## config.mk

```make
export PLATFORM = sky130hd
export DESIGN_NAME = lut_cell
export DESIGN_NICKNAME = d
export VERILOG_FILES = /design/src/rtl/cell_pkg.sv /design/src/rtl/cell_gene_store.sv /design/src/rtl/cell_lut_eval.sv /design/src/rtl/cell_out_stage.sv /design/src/rtl/lut_cell.sv
export SDC_FILE = /design/constraint.sdc
export NUM_CORES = 1
export LEC_CHECK = 0
export ABC_AREA = 1
export BUFFER_PORTS_ARGS = -buffer_cell sky130_fd_sc_hd__buf_4
export CAP_MARGIN = 10
export CORE_UTILIZATION = 38
export CTS_CLUSTER_DIAMETER = 150
export DETAILED_ROUTE_END_ITERATION = 7
export PLACE_DENSITY = 0.74
export SETUP_SLACK_MARGIN = 0.4
export SYNTH_ARGS = -nofsm -noshare
export SYNTH_HDL_FRONTEND = slang
export SYNTH_HIERARCHICAL = 1
export SYNTH_SLANG_ARGS = --single-unit
```

## constraint.sdc

```tcl
create_clock -name clk_i -period 2 [get_ports clk_i]
set_input_delay 0.2 -clock clk_i [delete_from_list [all_inputs] [get_ports clk_i]]
set_output_delay 0.2 -clock clk_i [all_outputs]
set_load 0.05 [all_outputs]
```

## src/rtl/cell_pkg.sv

```systemverilog
package cell_pkg;
  typedef enum logic [1:0] {
    CELL_IDLE = 2'd0,
    CELL_WORK = 2'd1,
    CELL_THRU = 2'd2
  } cell_state_e;

  typedef enum logic [1:0] {
    CMD_KEEP = 2'd0,
    CMD_THRU = 2'd1,
    CMD_WORK = 2'd2,
    CMD_RSVD = 2'd3
  } cell_cmd_e;
endpackage

```

## src/rtl/cell_gene_store.sv

```systemverilog
module cell_gene_store
  import cell_pkg::*;
#(
  parameter int HALF_W = 34,
  parameter int ST_BIT = 32,
  localparam int GENE_W = 2 * HALF_W
) (
  input  logic              clk_i,
  input  logic              load_i,
  input  logic [GENE_W-1:0] gene_i,
  input  logic              shift_i,
  input  logic [HALF_W-1:0] shift_gene_i,
  input  cell_cmd_e         cmd_i,
  output logic [GENE_W-1:0] gene_o
);
  logic [GENE_W-1:0] gene_q, gene_d;

  always_comb begin
    if (load_i) begin
      gene_d = gene_i;
    end else begin
      gene_d = shift_i ? {shift_gene_i, shift_gene_i} : gene_q;
      // command acts on top of a shifted-in gene
      unique case (cmd_i)
        CMD_THRU: gene_d[ST_BIT] = 1'b0;
        CMD_WORK: gene_d[ST_BIT] = 1'b1;
        default:  ;
      endcase
    end
  end

  // gene survives reset by intent
  always_ff @(posedge clk_i) gene_q <= gene_d;

  assign gene_o = gene_q;
endmodule

```

## src/rtl/cell_lut_eval.sv

```systemverilog
module cell_lut_eval #(
  parameter int N_SRC  = 16,
  parameter int LUT_IN = 4,
  localparam int SEL_W  = $clog2(N_SRC),
  localparam int SELS_W = LUT_IN * SEL_W,
  localparam int TT_W   = 1 << LUT_IN
) (
  input  logic [N_SRC-1:0]  src_i,
  input  logic [SELS_W-1:0] sel_i,
  input  logic [TT_W-1:0]   tt_i,
  output logic              lut_o,
  output logic              pass_o
);
  logic [LUT_IN-1:0] idx;

  for (genvar k = 0; k < LUT_IN; k++) begin : g_pick
    assign idx[k] = src_i[sel_i[k*SEL_W +: SEL_W]];
  end

  assign lut_o  = tt_i[idx];
  assign pass_o = idx[0];
endmodule

```

## src/rtl/cell_out_stage.sv

```systemverilog
module cell_out_stage
  import cell_pkg::*;
(
  input  logic        clk_i,
  input  logic        rst_ni,
  input  logic        lut_i,
  input  logic        pass_i,
  input  logic        dly_i,
  input  cell_state_e state_i,
  output logic        out_o
);
  logic lut_q;

  always_ff @(posedge clk_i or negedge rst_ni) begin
    if (!rst_ni) lut_q <= 1'b0;
    else         lut_q <= lut_i;
  end

  always_comb begin
    unique case (state_i)
      CELL_WORK: out_o = dly_i ? lut_q : lut_i;
      CELL_THRU: out_o = pass_i;
      default:   out_o = 1'b0;
    endcase
  end
endmodule

```

## src/rtl/lut_cell.sv

```systemverilog
module lut_cell
  import cell_pkg::*;
#(
  parameter int N_SRC  = 16,
  parameter int LUT_IN = 4,
  localparam int SEL_W   = $clog2(N_SRC),
  localparam int SELS_W  = LUT_IN * SEL_W,
  localparam int TT_W    = 1 << LUT_IN,
  localparam int ST_BIT  = TT_W + SELS_W,
  localparam int DLY_BIT = ST_BIT + 1,
  localparam int HALF_W  = DLY_BIT + 1,
  localparam int GENE_W  = 2 * HALF_W
) (
  input  logic              clk_i,
  input  logic              rst_ni,
  input  logic              load_i,
  input  logic [GENE_W-1:0] gene_i,
  input  logic              shift_i,
  input  logic [HALF_W-1:0] shift_gene_i,
  input  logic [1:0]        cmd_i,
  input  logic [N_SRC-1:0]  src_i,
  output logic              out_o,
  output logic [HALF_W-1:0] shift_gene_o,
  output logic [1:0]        state_o
);
  logic [GENE_W-1:0] gene;
  logic              lut_val, pass_val;
  cell_state_e       cell_st;

  cell_gene_store #(.HALF_W(HALF_W), .ST_BIT(ST_BIT)) u_gene (
    .clk_i       (clk_i),
    .load_i      (load_i),
    .gene_i      (gene_i),
    .shift_i     (shift_i),
    .shift_gene_i(shift_gene_i),
    .cmd_i       (cell_cmd_e'(cmd_i)),
    .gene_o      (gene)
  );

  cell_lut_eval #(.N_SRC(N_SRC), .LUT_IN(LUT_IN)) u_eval (
    .src_i (src_i),
    .sel_i (gene[TT_W +: SELS_W]),
    .tt_i  (gene[TT_W-1:0]),
    .lut_o (lut_val),
    .pass_o(pass_val)
  );

  always_comb begin
    if (gene == '0)        cell_st = CELL_IDLE;
    else if (gene[ST_BIT]) cell_st = CELL_WORK;
    else                   cell_st = CELL_THRU;
  end

  cell_out_stage u_out (
    .clk_i  (clk_i),
    .rst_ni (rst_ni),
    .lut_i  (lut_val),
    .pass_i (pass_val),
    .dly_i  (gene[DLY_BIT]),
    .state_i(cell_st),
    .out_o  (out_o)
  );

  assign shift_gene_o = gene[GENE_W-1:HALF_W];
  assign state_o      = cell_st;
endmodule

```

Word-level counts from Yosys, hierarchy flattened. Cells that the tools add are included.

Eq/ne operators: 4. Mux-type cells: 17. Reductions and logical operators: 3. $lt $le $gt $ge: 5.

Operators by type and width (number): $mux W68 (2); $logic_not A68 Y1 (1); $lt A4 B5 Y1 const B (5); $bmux W1 S4 (5); $mux W1 (6); $eq A2 B1 Y1 const B (2); $eq A2 B2 Y1 const B (2); $mux W2 (2); $pmux W1 S2 (2); $reduce_bool A4 Y1 (1); $reduce_bool A2 Y1 (1).

Output and inout bits: 37. Flip-flop bits (word level): 69.

Depth between registers and ports, before layout.
Word-level depth: 6. Mapped depth: 17.

Modules after synthesis. Netlist, hierarchy kept.

By module, submodules not included: cell_gene_store (area each 2854.0 sq um, cells each 260, instances 1); cell_lut_eval (area each 889.6 sq um, cells each 181, instances 1); lut_cell (area each 254.0 sq um, cells each 66, instances 1); cell_out_stage (area each 98.8 sq um, cells each 13, instances 1).

Least setup slack after synthesis. OpenSTA, ideal clock, no wires.

Path type: register to output. From: register u_gene.gene_q[55] (netlist: u_gene/gene_o[55]). To: output out_o. Setup slack: -0.400 ns. Required time: 1.800 ns. Buffers on the path: 0. Stages on the path, launching flop included: 13. Arrival: 2.200 ns. Cells stage by stage: edfxtp_1 -> nor2_1 -> nand2_1 -> nor2_1 -> nand2_1 -> nor2_1 -> nand3_1 -> nand2_1 -> inv_1 -> inv_1 -> ha_1 -> nand3_2 -> a21oi_2.

Word-level cells in the longest chain between the ends: 4.

RTL lines: start: declaration (line cell_gene_store.sv:16) `logic [GENE_W-1:0] gene_q, gene_d;`; start signal: assignment (line cell_gene_store.sv:33) `always_ff @(posedge clk_i) gene_q <= gene_d;`; $logic_not A68 Y1 (*) (line lut_cell.sv:49) `if (gene == '0) cell_st = CELL_IDLE;`; $mux W2 (*) (line lut_cell.sv:49); via state_o[1] (line lut_cell.sv:24) `output logic [1:0] state_o`; $eq A2 B2 Y1 or $eq A2 B1 Y1 (tied branches) (line cell_out_stage.sv:20) `unique case (state_i)`; $pmux W1 S2 (*) (line cell_out_stage.sv:20); end: declaration (line lut_cell.sv:22) `output logic out_o,`.

Mark *: on every way through the listed nets, which the timed path passes. The rest lies on a longest branch.

Worst setup path in the final report.
From: register u_gene.gene_q[16] (netlist: u_gene/gene_o[16]). To: output out_o.

Word-level cells in the longest chain between the ends: 6.

RTL lines: $bmux W1 S4 (line cell_lut_eval.sv:17) `assign idx[k] = src_i[sel_i[k*SEL_W +: SEL_W]];`; $mux W1 (implied by the code) (line cell_lut_eval.sv:17); via pass_val (line lut_cell.sv:27) `logic lut_val, pass_val;`; $bmux W1 S4 (line cell_lut_eval.sv:20) `assign lut_o = tt_i[idx];`; $mux W1 (implied by the code) (line cell_lut_eval.sv:20); via lut_val (line lut_cell.sv:27); $mux W1 (line cell_out_stage.sv:21) `CELL_WORK: out_o = dly_i ? lut_q : lut_i;`; $pmux W1 S2 (line cell_out_stage.sv:20).

The timed path passes the listed nets, and every way through them passes these cells. The select of a mux whose other input is x is not followed.

==> flow_summary.ini <==
[global_routing]
grt_pass1_vias = 3931
grt_pass1_wl_um = 17980
grt_usage_pct = 20.28
grt_overflow = 0
antenna_found_initial = 0
grt_max_degree = 46

[clock_tree]
clock_sinks = 69
cts_buffers = 9
cts_tree = yes
insertion_delay_ns = 0.34
htreeDepth = 3
cts-root-buf = clkbuf_8
clock_path_buffers = 2
path_clk_slew_ns = 0.07

[yosys]
ys_top_cells_by_area = edfxtp_1 50%, nand2_1 21%, nand3_1 5.5%
synth_largest_area_cell = edfxtp_1
synth-edff-count = 68
synth_cell_types = 26
yosys_register_bits = 69
syn_nets = 647
synth_ff_type = edfxtp_1
netlist_instances = 520
synth_area_mm2 = 0.004096
postSynthAreaPerCell_um2 = 7.878
ys_seq_area_share_pct = 50.46
async_reset_ff_share_pct = 1.449
synth-warning-count = 6
synth_top_area_share_pct = 49.85

[hold_path]
holdCritPathClass = primary input to flop

[timing]
fin_crit_sh_pct = 130.8
tightest_slew_ns = 0.4195
period_needed_ns = 2.615
finalMaxSlewViolations = 0
finalSetupViolCount = 2
fin_skew_ns = 0.01045
max_freq_mhz = 382.4
hold_viol_final = 0
rsz0062_at_grt = true
hold_ws_ns = 0.1195
fin_ws_ns = -0.6152
relSlewSlack_pct = 72.03

[cells_and_area]
n_antenna_cell = 0
final_cell_mix = 227 x nand2_1, 180 x buf_4, 68 x edfxtp_1
final_area_mm2 = 0.005872
synthToLayoutAreaGrowth_pct = 43.34
drive_above_1_share_pct = 33.62
n_fill_cell = 975
fin_nets = 830
final_common_cell = nand2_1

[critical_path]
r2r_start = u_gene/gene_o[16]
r2r_cells = 11
cp-start-kind = flop
path_max_fanout = 8
critPathCapture = out_o
crit_type = flop to output port
cpMaxStageDelayCell = edfxtp_1
max_stage_delay_ns = 0.46
crit_required_ns = 1.80
arrival_ns = 2.42
cp_common_cell = nand2_1
critPathTopFamily = simple AND/OR/NAND/NOR gates
cp_cell_sequence = buf_6, o21ai_2, nand2_1, nand3_2, nand3_4, nand2_4, nand2_2, nand2_1, nand2_1, nand3_1, nand3_1, nand2_1, inv_1, nand2_1, nand3_2, a21oi_4, buf_6
rrSetupSlack_ns = 0.31
critPathBufInv = 3
path_depth = 17
rr_endpoint = u_out/lut_q
cp-end-kind = output port
cp-startpoint = u_gene/gene_o[16]

[pwr]
power_leakage_nw = 2.954
net-switching-power_mw = 1.540
pwr-share-clk_pct = 27.9
peakVddDrop_uv = 346.8
power_density_mw_per_mm2 = 789.7
combPwrFrac_pct = 31.4
p_seq_share_pct = 40.7
p_int_mw = 3.097
switching_share_pct = 33.22

[floorplanning]
die_area_mm2 = 0.01120
rows = 37
die-width_um = 105.8
die_h_um = 105.8
core-area_mm2 = 0.01037
io_pins = 161
initial_core_util_pct = 39.50

[job]
drv_cap = 0

[detailed_routing]
vias_per_cell = 4.788
routed_wl_um = 11400
ant_nets = 0
drc = 0
dr.pass1.iters = 5
vias = 4041
wl_per_cell_um = 13.51
drt-initial-drc-count = 209

[placed_design]
placed_area_mm2 = 0.005545
portBuffers = 160
hpwl_um = 8724
place.gp.congestion = 0.9240

[status]
status = complete, but fails checks
violations = negative setup slack
## metrics by stage
| step | std cells | util, % | power [mW] | setup slack, ns | setup TNS [ns] |
|---|---|---|---|---|---|
| 2_1_floorplan | 520 | - | 2.774 | -0.2697 | -0.2697 |
| 3_3_place_gp | 823 | 53.47 | 3.287 | -0.1583 | -0.1583 |
| 3_5_place_dp | 823 | 53.47 | 3.316 | -0.3074 | -0.3074 |
| 4_1_cts | 843 | 56.18 | 4.638 | -0.5919 | -0.7052 |
| 5_1_grt | 844 | 56.62 | 4.870 | -0.7931 | -1.017 |
| 6_report | 844 | 56.62 | 4.637 | -0.6152 | -0.7182 |
## final cells by class
class	count	area, um^2	share of cell area (%)
clock inverter	5	82.58	1.406
inverter	49	186.4	3.175
clock buffer	11	141.4	2.408
timing repair buffer	186	1426	24.29
multi-input combinational	388	1798	30.62
sequential	69	2067	35.20
tap	136	170.2	2.898
## kinds of logic after synthesis
kind of cell,Yosys count,synth area share (%)
adder cells (fa/ha/maj),3,0.9164
flip-flops,69,50.46
buffers and inverters,66,7.728
AND/OR/NAND/NOR,349,36.32
AO/OA/AOI/OAI,33,4.582
## cells in the mapped netlist (3+ instances only)
| master | count |
|---|---|
| nand2_1 | 230 |
| buf_2 | 7 |
| nand2_2 | 13 |
| nand3b_1 | 8 |
| buf_6 | 7 |
| o21ai_0 | 12 |
| nand3_2 | 3 |
| ha_1 | 3 |
| edfxtp_1 | 68 |
| a21oi_1 | 11 |
| inv_1 | 46 |
| nor2_1 | 45 |
| nand3_1 | 45 |
| o211ai_1 | 6 |
## layer usage
layer,wire length [um],global-route usage (%),vias up
met2,5604,34.31,130
met3,628,3.401,13
met4,188,7.341,0
li1,-,-,2050
met5,0,0,-
met1,4979,26.04,1848
## worst min-delay path by stage
stage | startpoint | slack (ns) | end | cells after the start
3_3_place_gp | rst_ni | -0.02 | u_out/lut_q | 1
4_1_cts | gene_i[59] | 0.11 | u_gene/gene_o[59] | 3
2_1_floorplan | rst_ni | -0.1 | u_out/lut_q | 0
3_5_place_dp | rst_ni | -0.02 | u_out/lut_q | 1
6_report | gene_i[59] | 0.12 | u_gene/gene_o[59] | 3
5_1_grt | gene_i[12] | 0.13 | u_gene/gene_o[12] | 3
## registers in the layout, summed over array words and instances, names as in the netlist
| name | count |
|---|---|
| u_gene/gene_o | 68 |
| u_out/lut_q | 1 |
## power groups by stage
stage	registers [mW]	logic (mW)	clock network (mW)
finish	1.89	1.46	1.29
global route	1.91	1.58	1.38
CTS	1.89	1.43	1.32
detailed placement	1.92	1.40	0
global placement	1.91	1.37	0
floorplan	2.18	0.598	0
## repair_timing
| item | CTS | global route |
|---|---|---|
| pin swaps | 1 | 0 |
| hold endpoints to repair | 1 | 0 |
| hold buffers | 1 | 0 |
| endpoints found under the setup margin | 3 | 3 |
| buffers inserted | 1 | 0 |
| resized for setup | 7 | 9 |
| cloned | 2 | 1 |
## worst reg2reg max path: cells and delay by family, from the launching register on
kind            cells  cell delay [ns]
simple gates        9             0.80
flops               1             0.46
compound gates      1             0.15
buf+inv             1             0.18
Power figures use the tool's default switching activity.
